`config.mk`:
```
export PLATFORM = sky130hd
export DESIGN_NAME = index_reg_bank
export DESIGN_NICKNAME = d
export VERILOG_FILES = /design/src/rtl/index_reg_bank_pkg.sv /design/src/rtl/index_reg_bank_ctrl.sv /design/src/rtl/index_reg_bank_dp.sv /design/src/rtl/index_reg_bank.sv
export SDC_FILE = /design/constraint.sdc
export NUM_CORES = 1
export LEC_CHECK = 0
export ABC_AREA = 1
export BUFFER_PORTS_ARGS = -buffer_cell sky130_fd_sc_hd__buf_4
export CORE_UTILIZATION = 48
export DETAILED_ROUTE_END_ITERATION = 12
export GPL_ROUTABILITY_DRIVEN = 0
export PLACE_DENSITY = 0.77
export SYNTH_ARGS = -nofsm -noshare
export SYNTH_HDL_FRONTEND = slang
export SYNTH_SLANG_ARGS = --single-unit
```
`constraint.sdc`:
```
create_clock -name clk -period 1.19 [get_ports clk]
set_input_delay 0.119 -clock clk [delete_from_list [all_inputs] [get_ports clk]]
set_output_delay 0.119 -clock clk [all_outputs]
set_load 0.02 [all_outputs]
```
`src/rtl/index_reg_bank_pkg.sv`:
```
package index_reg_bank_pkg;
  localparam int IDX_W     = 4;
  localparam int DATA_W    = 8;
  localparam int WORD_W    = 16;
  localparam int NUM_SLOTS = 1 << IDX_W;
  localparam int WE_BIT    = 15;
  localparam int RREQ_BIT  = 14;
  localparam int IDX_LSB   = 8;

  typedef struct packed {
    logic              issue;
    logic              doWrite;
    logic              pickReg;
    logic [IDX_W-1:0]  idx;
    logic [DATA_W-1:0] data;
  } ctrl_strobes_t;

  function automatic logic [WORD_W-1:0] makeReadback(input logic [IDX_W-1:0] idx,
                                                     input logic [DATA_W-1:0] data);
    logic [WORD_W-1:0] w;
    w = '0;
    w[RREQ_BIT] = 1'b1;
    w[IDX_LSB +: IDX_W] = idx;
    w[DATA_W-1:0] = data;
    return w;
  endfunction
endpackage

```
`src/rtl/index_reg_bank_ctrl.sv`:
```
module index_reg_bank_ctrl
  import index_reg_bank_pkg::*;
#(
  parameter logic [NUM_SLOTS-1:0] INVALID_MASK = 16'hC800
) (
  input  logic              cmdValid,
  input  logic [WORD_W-1:0] cmdWord,
  output ctrl_strobes_t     strb
);
  logic [IDX_W-1:0] idx;
  logic             idxOk;
  logic             unusedBits;

  assign idx        = cmdWord[IDX_LSB +: IDX_W];
  assign idxOk      = !INVALID_MASK[idx];
  assign unusedBits = ^cmdWord[IDX_LSB-1+IDX_W+2 -: 2];

  always_comb begin
    strb         = '0;
    strb.issue   = cmdValid;
    strb.doWrite = cmdValid && cmdWord[WE_BIT] && idxOk;
    strb.pickReg = cmdWord[RREQ_BIT] && idxOk;
    strb.idx     = idx;
    strb.data    = cmdWord[DATA_W-1:0];
  end
endmodule

```
`src/rtl/index_reg_bank_dp.sv`:
```
module index_reg_bank_dp
  import index_reg_bank_pkg::*;
#(
  parameter logic [NUM_SLOTS-1:0] INVALID_MASK = 16'hC800
) (
  input  logic                        clk,
  input  logic                        rstN,
  input  logic                        frameStart,
  input  logic [WORD_W-1:0]           statusIn,
  input  ctrl_strobes_t               strb,
  output logic                        outValid,
  output logic [WORD_W-1:0]           outWord,
  output logic [NUM_SLOTS*DATA_W-1:0] regFlat
);
  logic [WORD_W-1:0] statusQ;
  logic [WORD_W-1:0] statusNow;
  logic [DATA_W-1:0] readData;

  for (genvar g = 0; g < NUM_SLOTS; g++) begin : gSlot
    if (!INVALID_MASK[g]) begin : gReal
      logic [DATA_W-1:0] slotQ;
      always_ff @(posedge clk) begin
        if (!rstN) slotQ <= '0;
        else if (strb.doWrite && strb.idx == IDX_W'(g)) slotQ <= strb.data;
      end
      assign regFlat[g*DATA_W +: DATA_W] = slotQ;
    end else begin : gHole
      assign regFlat[g*DATA_W +: DATA_W] = '0;
    end
  end

  always_ff @(posedge clk) begin
    if (!rstN) statusQ <= '0;
    else if (frameStart) statusQ <= statusIn;
  end

  assign statusNow = frameStart ? statusIn : statusQ;
  assign readData  = strb.doWrite ? strb.data : regFlat[strb.idx*DATA_W +: DATA_W];

  always_ff @(posedge clk) begin
    if (!rstN) begin
      outValid <= 1'b0;
      outWord  <= '0;
    end else begin
      outValid <= strb.issue;
      if (strb.issue)
        outWord <= strb.pickReg ? makeReadback(strb.idx, readData) : statusNow;
    end
  end

  // status capture only at boundaries
  a_r7_status_hold: assert property (@(posedge clk) disable iff (!rstN)
    !frameStart |=> $stable(statusQ));
  // no pulse without a command, output word held
  a_r8_quiet_hold: assert property (@(posedge clk) disable iff (!rstN)
    !strb.issue |=> (!outValid && $stable(outWord)));
endmodule

```
`src/rtl/index_reg_bank.sv`:
```
module index_reg_bank
  import index_reg_bank_pkg::*;
#(
  parameter logic [NUM_SLOTS-1:0] INVALID_MASK = 16'hC800
) (
  input  logic                        clk,
  input  logic                        rstN,
  input  logic                        frameStart,
  input  logic [WORD_W-1:0]           statusIn,
  input  logic                        cmdValid,
  input  logic [WORD_W-1:0]           cmdWord,
  output logic                        outValid,
  output logic [WORD_W-1:0]           outWord,
  output logic [NUM_SLOTS*DATA_W-1:0] cfgRegs
);
  ctrl_strobes_t strb;

  index_reg_bank_ctrl #(.INVALID_MASK(INVALID_MASK)) u_ctrl (
    .cmdValid(cmdValid),
    .cmdWord (cmdWord),
    .strb    (strb)
  );

  index_reg_bank_dp #(.INVALID_MASK(INVALID_MASK)) u_dp (
    .clk       (clk),
    .rstN      (rstN),
    .frameStart(frameStart),
    .statusIn  (statusIn),
    .strb      (strb),
    .outValid  (outValid),
    .outWord   (outWord),
    .regFlat   (cfgRegs)
  );

  // a write to a missing index leaves the whole bank untouched
  a_r3_hole_write_ignored: assert property (@(posedge clk) disable iff (!rstN)
    (cmdValid && cmdWord[WE_BIT] && INVALID_MASK[cmdWord[IDX_LSB +: IDX_W]]) |=> $stable(cfgRegs));
  // write-enable low changes no register
  a_r1_no_we_no_write: assert property (@(posedge clk) disable iff (!rstN)
    (cmdValid && !cmdWord[WE_BIT]) |=> $stable(cfgRegs));
  // valid write lands in its slot
  a_r2_write_lands: assert property (@(posedge clk) disable iff (!rstN)
    (cmdValid && cmdWord[WE_BIT] && !INVALID_MASK[cmdWord[IDX_LSB +: IDX_W]])
    |=> cfgRegs[$past(cmdWord[IDX_LSB +: IDX_W])*DATA_W +: DATA_W] == $past(cmdWord[DATA_W-1:0]));
  // every command yields a pulse
  a_r8_pulse: assert property (@(posedge clk) disable iff (!rstN)
    cmdValid |=> outValid);
  // read of a missing index returns status
  a_r6_hole_read_status: assert property (@(posedge clk) disable iff (!rstN)
    (cmdValid && cmdWord[RREQ_BIT] && INVALID_MASK[cmdWord[IDX_LSB +: IDX_W]] && frameStart)
    |=> outWord == $past(statusIn));
endmodule

```
==> results of run 1 <==
## synth_stat cells (6+ instances only)
cell type  number  area [um^2]
o21ai_0        73          365
a21oi_1       123          616
nand3_1        80          400
nor2_1         50          188
nand3_2         6         60.1
o21ai_1         6         30.0
dfxtp_1       137         2740
mux2i_1        14          140
buf_4          35          263
buf_2          20          100
nand2_1       283         1060
inv_2           9         33.8
inv_1          73          274
clkbuf_1       30          113
## report_power, final
part | internal [mW] | total [mW] | switching [mW]
registers | 4.70 | 4.76 | 0.0611
logic | 0.490 | 1.33 | 0.836
clock network | 2.93 | 4.76 | 1.82
total | 8.12 | 10.8 | 2.72
## final timing paths
path / to / start / depth (start not counted) / slack (ps)
min: u_dp.gSlot[9].gReal.slotQ[5] / cmdWord[5] / 3 / 60
max: cfgRegs[63] / u_dp.gSlot[7].gReal.slotQ[7] / 2 / 40
min reg2reg: u_dp.gSlot[13].gReal.slotQ[1] / u_dp.gSlot[13].gReal.slotQ[1] / 2 / 460
max reg2reg: u_dp.outWord[4] / u_dp.gSlot[12].gReal.slotQ[4] / 8 / 70
## layout make-up
class                      instances  area share
multi-input combinational        676       0.352
sequential                       137       0.312
timing repair buffer             240       0.216
clock buffer                      25      0.0576
inverter                          85      0.0363
tap                              176      0.0246
clock inverter                     3     0.00168
## cell usage in the layout (no fill, tap or decap), types with 4 or more instances in the layout
cell type / n
a21oi_1: 120
buf_12: 8
buf_4: 218
clkbuf_16: 17
clkbuf_8: 6
clkinv_2: 4
conb_1: 24
dfxtp_1: 97
dfxtp_2: 40
dlygate4sd3_1: 14
inv_1: 73
inv_2: 7
mux2i_1: 14
nand2_1: 279
nand2_2: 6
nand3_1: 79
nand3_2: 7
nor2_1: 46
nor2_2: 4
o21ai_0: 65
o21ai_1: 7
o21ai_2: 7
## metrics by stage
step	TNS, ps	hold slack, ps	instances
floorplan	-77.0	278	987
global placement	-9880	387	1294
detailed placement	-11690	394	1294
CTS	0	40.9	1336
global route	-6.83	64.7	1342
finish	0	57.1	1342
## cells by family after synthesis
group                  after synthesis
AOI/OAI and AO/OA                  207
buffers and inverters              174
DFF                                137
muxes                               14
other                                1
and+or+nand+nor                    431
## state kept, by name, indices dropped and copies added, names as in the netlist
signal / cells
u_dp.gSlot.gReal.slotQ: 104
u_dp.outWord: 16
u_dp.statusQ: 16
u_dp.outValid: 1
## routing by layer
| layer | routed length (um) | up-vias |
|---|---|---|
| met5 | 0 | - |
| met4 | 742 | 0 |
| met3 | 1860 | 62 |
| met2 | 9730 | 413 |
| met1 | 8680 | 3239 |
| li1 | - | 3435 |
## repair_timing
item                                    4_1_cts  5_1_grt
gates cloned                                  0        0
buffers inserted                              0        6
hold buffers                                 14        0
endpoints found under the setup margin        3        8
resized for setup                             3       62
hold endpoints to repair                     14        0
pin swaps                                     0        1
## worst register-to-register path, stage by stage, from the launching register on
cell,delay (ps)
dfxtp_1,340
inv_1,70
o21ai_2,140
nand3_1,90
nand2_1,80
nor2_1,60
nand2_1,90
nand2_1,70
a21oi_1,130
==> flow_metrics.tcl, run 1 <==
set metrics [dict create \
    status "complete, no violations" \
    grt-busiest-layer "met2" \
    multi_input_area_um2 3150 \
    use_met3 0.0661 \
    placed_cell_area_um2 8130 \
    yosys_register_bits 137 \
    grt_pass1_vias 6342 \
    power_density_nw_per_um2 1210 \
    synth_fa_ha_area_frac 0 \
    synth_top_family_by_area "simple AND/OR/NAND/NOR gates" \
    first_pass_iters 5 \
    crit_path_end_kind "primary output" \
    insertion_delay_ps 420 \
    fin_crit_sh 0.969 \
    finClkSkew_ps 5.43 \
    async_flop_share 0 \
    hpwlAfterDp_um 14300 \
    synth_edf_count 0 \
    drt_iter0_markers 636 \
    drcViolationCount 0 \
    syn_area_um2 6560 \
    yosysSeqAreaShare 0.418 \
    hp-class "input port to flop" \
    grt_usage 0.296 \
    ys_warn_count 0 \
    root_buffer "clkbuf_16" \
    nets 1193 \
    core_um2 13300 \
    regArea_um2 2790 \
    numCtsBuffers 17 \
    post-route-util 0.674 \
    critPathMaxFanout 2 \
    cts.htree.levels 4 \
    critPathKind "flop to primary output" \
    total_power_mw 10.8 \
    cp_top_family "flip-flops" \
    finalSetupViolCount 0 \
    drive_above_1_share 0.288 \
    n_antenna_cell 0 \
    cts_num_sinks 137 \
    required_ps 1070 \
    path_cells "buf_4 -> buf_4" \
    dr_total_vias 7149 \
    fill_cells 1121 \
    yosys.area_share.simple 0.275 \
    maxCapViolations 0 \
    timing.fmax_mhz 867 \
    num_rows 42 \
    portBuffers 154 \
    synth-xor-area-share 0 \
    ios 181 \
    start_util 0.494 \
    maxSlewViolCount 0 \
    ctsLongestPathBuffers 2 \
    avgSynthCellArea_um2 6.81 \
    wl_per_cell_um 15.7 \
    vias_per_cell 5.33 \
    grtUsageMet1 0.378 \
    period_minus_slack_ps 1150 \
    p_leak_nw 4.18 \
    synthToLayoutAreaGrowth_pct 36.4 \
    die_w_um 119 \
    clkTransAtPathRegs_ps 60 \
    grt_max_degree 53 \
    synth_compound_area_frac 0.159 \
    max_stage_delay_ps 330 \
    ant_nets 0 \
    worst_slack_ps 36.5 \
    hold_viol_final 0 \
    path_common_cell "buf_4" \
    fin_area_um2 8950 \
    tritoncts "done" \
    muxShareOfSynthArea 0.0213 \
    die-area_um2 14100 \
    pre_cts_ws_ps -154 \
    synthFlopType "dfxtp_1" \
    vdd_drop_max_mv 0.850 \
    yosysUniqueCellTypes 28 \
    grt_overflow 0 \
    syn-instance-count 964 \
    worstSetupStartpointType "flop" \
    cp_data_arrival_time_ps 1030 \
    critPathBufInv 2 \
    antenna_found_initial 0 \
    grt_pass1_wl_um 32500 \
    cp_slowest_cell "dfxtp_1" \
    dieHeight_um 119 \
    routed_wl_um 21000 \
    use_met2 0.471 \
]
Note: power is estimated with default switching activity, not from simulation.
==> run 2: changes to the inputs <==
--- a/config.mk
+++ b/config.mk
@@ -10,7 +10,7 @@
 export CORE_UTILIZATION = 48
 export DETAILED_ROUTE_END_ITERATION = 12
 export GPL_ROUTABILITY_DRIVEN = 0
-export PLACE_DENSITY = 0.77
+export PLACE_DENSITY_LB_ADDON = 0.25
 export SYNTH_ARGS = -nofsm -noshare
 export SYNTH_HDL_FRONTEND = slang
 export SYNTH_SLANG_ARGS = --single-unit
==> run 2 against run 1 <==
Net effect: setup slack worse by 1.4 ps; core utilization increased by 0.84 points; sequential power about the same; count of clock-buffer cells in the layout fell by 4; hold slack lost 35 ps; total power up 5.8%; die area unchanged; design area grew 1.2%; combinational power is essentially flat.
==> flow_metrics.tcl, run 2 (same netlist as run 1, synthesis figures left out) <==
set metrics [dict create \
    status "complete, no violations" \
    max_stage_delay_ps 320 \
    top_regs "u_dp.gSlot.gReal.slotQ (104), u_dp.outWord (16), u_dp.statusQ (16)" \
    critPathKind "flop to primary output" \
    hold_depth 3 \
    hold_ws_ps 22.0 \
    top_register "u_dp.gSlot.gReal.slotQ" \
    final_cell_mix "nand2_1 (277), buf_4 (229), a21oi_1 (120)" \
    largest_reg_flops 104 \
    timing.fmax_mhz 866 \
    portBuffers 154 \
    drt_iter0_markers 736 \
    drive_above_1_share 0.300 \
    hp-start "cmdWord[3]" \
    hold_path_end "u_dp.gSlot[7].gReal.slotQ[3]" \
    die-area_um2 14100 \
    regToRegSetupSlack_ps 70 \
    ctsLongestPathBuffers 2 \
    root_buffer "clkbuf_16" \
    cp_top_family "flip-flops" \
    path_common_cell "buf_4" \
    routed_wl_um 21000 \
    placed_cell_area_um2 8230 \
    n_antenna_cell 0 \
    cts_num_sinks 137 \
    fin_crit_sh 0.970 \
    grt_overflow 0 \
    finalSetupTns_ps 0 \
    p_leak_nw 4.25 \
    grt_pass1_vias 6418 \
    insertion_delay_ps 430 \
    cts.htree.levels 4 \
    die_w_um 119 \
    finClkSkew_ps 6.79 \
    antenna_found_initial 0 \
    num_rows 42 \
    start_util 0.494 \
    maxCapViolations 0 \
    nets 1202 \
    first_pass_iters 5 \
    worstSetupStartpointType "flop" \
    rsz0062_at_grt "true" \
    r2r_end "u_dp.outWord[6]" \
    crit_path_end_kind "primary output" \
    hp-class "input port to flop" \
    synthToLayoutAreaGrowth_pct 38.1 \
    dr_total_vias 7008 \
    finalSetupViolCount 0 \
    ios 181 \
    hpwlAfterDp_um 14700 \
    numCtsBuffers 17 \
    critPathMaxFanout 2 \
    cp_slowest_cell "dfxtp_1" \
    core_um2 13300 \
    maxSlewViolCount 0 \
    fin_area_um2 9070 \
    r2r_cells 10 \
    period_minus_slack_ps 1150 \
    cp_data_arrival_time_ps 1040 \
    tritoncts "done" \
    drcViolationCount 0 \
    grt_usage 0.298 \
    grt_max_degree 53 \
    path_cells "buf_4 -> buf_4" \
    critPathBufInv 2 \
    vdd_drop_max_mv 0.903 \
    hold_viol_final 0 \
    power_density_nw_per_um2 1270 \
    grt_pass1_wl_um 32800 \
    vias_per_cell 5.17 \
    rr_startpoint "u_dp.gSlot[3].gReal.slotQ[6]" \
    final_common_cell "nand2_1" \
    wl_per_cell_um 15.5 \
    dieHeight_um 119 \
    total_power_mw 11.5 \
    ant_nets 0 \
    clkTransAtPathRegs_ps 60 \
    required_ps 1070 \
]
[run 2: timing repair]
item | in CTS | in global routing
gates resized for setup | 7 | 64
hold endpoints to repair | 15 | 0
endpoints found under the setup margin | 5 | 8
buffers inserted | 0 | 1
pin swaps | 0 | 19
hold buffers | 14 | 0
[run 2: final cells by class]
type	instances	area, um^2
Multi-Input combinational cell	676	3140
Clock buffer	21	450
Clock inverter	11	148
Tap cell	176	220
Fill cell	1176	4230
Inverter	85	325
Timing Repair Buffer	249	1980
Sequential cell	137	2800
[run 2: metrics by stage]
stage                     instances  utilization  setup slack [ps]
after CTS                      1357        0.675              2.43
after floorplan                 987            -             -13.6
after detailed placement       1311        0.619              -171
final                          1355        0.682              35.2
after global placement         1311        0.619              -180
after global routing           1355        0.682             -33.0
[run 2: where the power goes]
| group | switching, mW | internal (mW) | total (mW) |
|---|---|---|---|
| Clock | 2.04 | 3.35 | 5.39 |
| Combinational | 0.831 | 0.497 | 1.33 |
| Sequential | 0.0622 | 4.69 | 4.76 |
| Total | 2.93 | 8.54 | 11.5 |
[run 2: worst max-delay path by stage]
stage / start / end / cells after the start
floorplan: cmdWord[8] / u_dp.gSlot[12].gReal.slotQ[5] / 10
global placement: cmdWord[8] / u_dp.outWord[1] / 11
detailed placement: cmdWord[8] / u_dp.outWord[1] / 11
CTS: u_dp.gSlot[12].gReal.slotQ[4] / u_dp.outWord[4] / 9
global route: u_dp.gSlot[3].gReal.slotQ[3] / u_dp.outWord[3] / 10
finish: u_dp.gSlot[0].gReal.slotQ[4] / cfgRegs[4] / 2
[run 2: metal layers]
layer,part of all wire,global-route usage,vias up
met5,0,0,-
met2,0.47,0.477,342
met4,0.029,0.119,0
met3,0.083,0.0685,54
met1,0.41,0.389,3154
li1,-,-,3458
[run 2: tightest hold or removal path, cell delays in order]
cell and delay, ps:
buf_4 150, nand3_1 80, a21oi_1 60
==> run 3: changes to the inputs <==
--- a/config.mk
+++ b/config.mk
@@ -11,6 +11,7 @@
 export DETAILED_ROUTE_END_ITERATION = 12
 export GPL_ROUTABILITY_DRIVEN = 0
 export PLACE_DENSITY_LB_ADDON = 0.25
+export REMOVE_ABC_BUFFERS = 1
 export SYNTH_ARGS = -nofsm -noshare
 export SYNTH_HDL_FRONTEND = slang
 export SYNTH_SLANG_ARGS = --single-unit
==> run 3 against run 2 <==
Net effect: combinational power about the same; register-to-register slack about the same; clock power decreased by 4.1%; hold slack about the same; clock skew decreased by 1.3 ps; wire length increased by 0.39%; sequential power about the same; critical path type unchanged; critical endpoint is now cfgRegs[46]; largest cell class unchanged.
==> flow_metrics.tcl, run 3 (same netlist as run 1, synthesis figures left out) <==
set metrics [dict create \
    cp_data_arrival_time_ps 1040 \
    hp-class "input port to flop" \
    finalSetupViolCount 0 \
    timing.fmax_mhz 866 \
    worstSetupStartpointType "flop" \
    status "complete, no violations" \
    nets 1188 \
    fin_crit_sh 0.970 \
    total_power_mw 11.2 \
    crit_path_end_kind "primary output" \
    ant_nets 0 \
    finClkSkew_ps 5.53 \
    p_leak_nw 4.17 \
    n_antenna_cell 0 \
    drt_iter0_markers 630 \
    rsz0062_at_grt "true" \
    power_frac_comb 0.117 \
    final_cell_mix "nand2_1 (281), buf_4 (213), a21oi_1 (122)" \
    tritoncts "done" \
    vias_per_cell 5.25 \
    r2r_end "u_dp.outWord[0]" \
    required_ps 1070 \
    grt_overflow 0 \
    routed_wl_um 21100 \
    period_minus_slack_ps 1150 \
    dieHeight_um 119 \
    hold_viol_final 0 \
    start_util 0.494 \
    rr_startpoint "u_dp.gSlot[10].gReal.slotQ[0]" \
    drcViolationCount 0 \
    dr_total_vias 7037 \
    seqPwrFrac 0.423 \
    wl_per_cell_um 15.8 \
    clkTransAtPathRegs_ps 60 \
    cts.htree.levels 4 \
    synthToLayoutAreaGrowth_pct 35.9 \
    die_w_um 119 \
    hpwlAfterDp_um 14000 \
    die-area_um2 14100 \
    fin_area_um2 8920 \
    r2r_cells 8 \
    worstSetupEndpoint "cfgRegs[46]" \
    vdd_drop_max_mv 1.00 \
    swShare 0.253 \
    root_buffer "clkbuf_16" \
    core_um2 13300 \
    p_clk_frac 0.460 \
    ios 181 \
    largest_reg_flops 104 \
    intPower_mw 8.40 \
    maxSlewViolCount 0 \
    startpoint "u_dp.gSlot[5].gReal.slotQ[6]" \
    grt_pass1_vias 6408 \
    final_common_cell "nand2_1" \
    critPathKind "flop to primary output" \
    top_register "u_dp.gSlot.gReal.slotQ" \
    portBuffers 154 \
    numCtsBuffers 17 \
    p_sw_mw 2.85 \
    maxCapViolations 0 \
    power_density_nw_per_um2 1260 \
    cts_num_sinks 137 \
    insertion_delay_ps 420 \
    antenna_found_initial 0 \
    drive_above_1_share 0.271 \
    top_regs "u_dp.gSlot.gReal.slotQ (104), u_dp.outWord (16), u_dp.statusQ (16)" \
    num_rows 42 \
    first_pass_iters 5 \
    regToRegSetupSlack_ps 70 \
    ctsLongestPathBuffers 2 \
    placed_cell_area_um2 8120 \
    grt_usage 0.297 \
    grt_pass1_wl_um 32900 \
    grt_max_degree 69 \
    critPathMaxFanout 3 \
]
run 3: cell types whose count changed in the layout (fill, tap and decap cells not counted), sizes merged:
| cell | previous run | this run |
|---|---|---|
| bufinv | 3 | 2 |
| dlygate4sd3 | 14 | 13 |
| clkinvlp | 1 | 2 |
| buf | 235 | 222 |
| clkbuf | 21 | 23 |
| clkinv | 10 | 7 |
run 3: per-stage QoR:
stage / std cells / TNS (ps) / util / setup WS (ps) / hold WS (ps)
floorplan: 898 / -43950 / - / -722 / 212
global placement: 1292 / -11390 / 0.611 / -163 / 375
detailed placement: 1292 / -13440 / 0.611 / -171 / 389
CTS: 1336 / 0 / 0.664 / 42.7 / 9.51
global route: 1340 / -32.0 / 0.671 / -19.0 / 45.5
finish: 1340 / 0 / 0.671 / 35.5 / 21.8
run 3: repair_timing:
item	4_1_cts	5_1_grt
buffers inserted	0	4
endpoints found under the hold margin	13	0
resized for setup	0	48
hold buffers	13	0
setup endpoints to repair	0	8
run 3: worst max-delay path: stages (launching register included):
cell and delay, ps:
dfxtp_2 330, buf_4 130, buf_4 150
run 3: area by class of cell:
type | instances | area (um^2)
clock buffer | 23 | 478
clock inverter | 8 | 95.1
fill | 1136 | 4380
inverter | 85 | 320
multi-input combinational | 676 | 3110
sequential | 137 | 2780
tap | 176 | 220
timing repair buffer | 235 | 1910
run 3: worst min path at each step:
stage | start | endpoint | slack [ps] | cells after the start
final | cmdWord[10] | u_dp.outWord[10] | 20 | 3
after global routing | statusIn[1] | u_dp.statusQ[1] | 50 | 3
after floorplan | cmdValid | u_dp.outValid | 210 | 2
after CTS | cmdWord[10] | u_dp.outWord[10] | 10 | 3
after detailed placement | statusIn[10] | u_dp.statusQ[10] | 390 | 3
after global placement | statusIn[8] | u_dp.statusQ[8] | 380 | 3
run 3: per-layer routing:
layer	track usage	vias up	routed length (um)
met1	0.388	3225	9060
met3	0.0570	31	1580
li1	-	3426	-
met2	0.487	355	10000
met4	0.109	0	448
met5	0	-	0
run 3: power by group through the flow:
stage / Clock (mW) / Sequential (mW) / Combinational, mW
4_1_cts: 5.21 / 4.75 / 1.28
5_1_grt: 5.41 / 4.76 / 1.41
6_report: 5.17 / 4.76 / 1.32
3_3_place_gp: 0 / 4.85 / 1.23
2_1_floorplan: 0 / 4.93 / 0.477
3_5_place_dp: 0 / 4.85 / 1.24
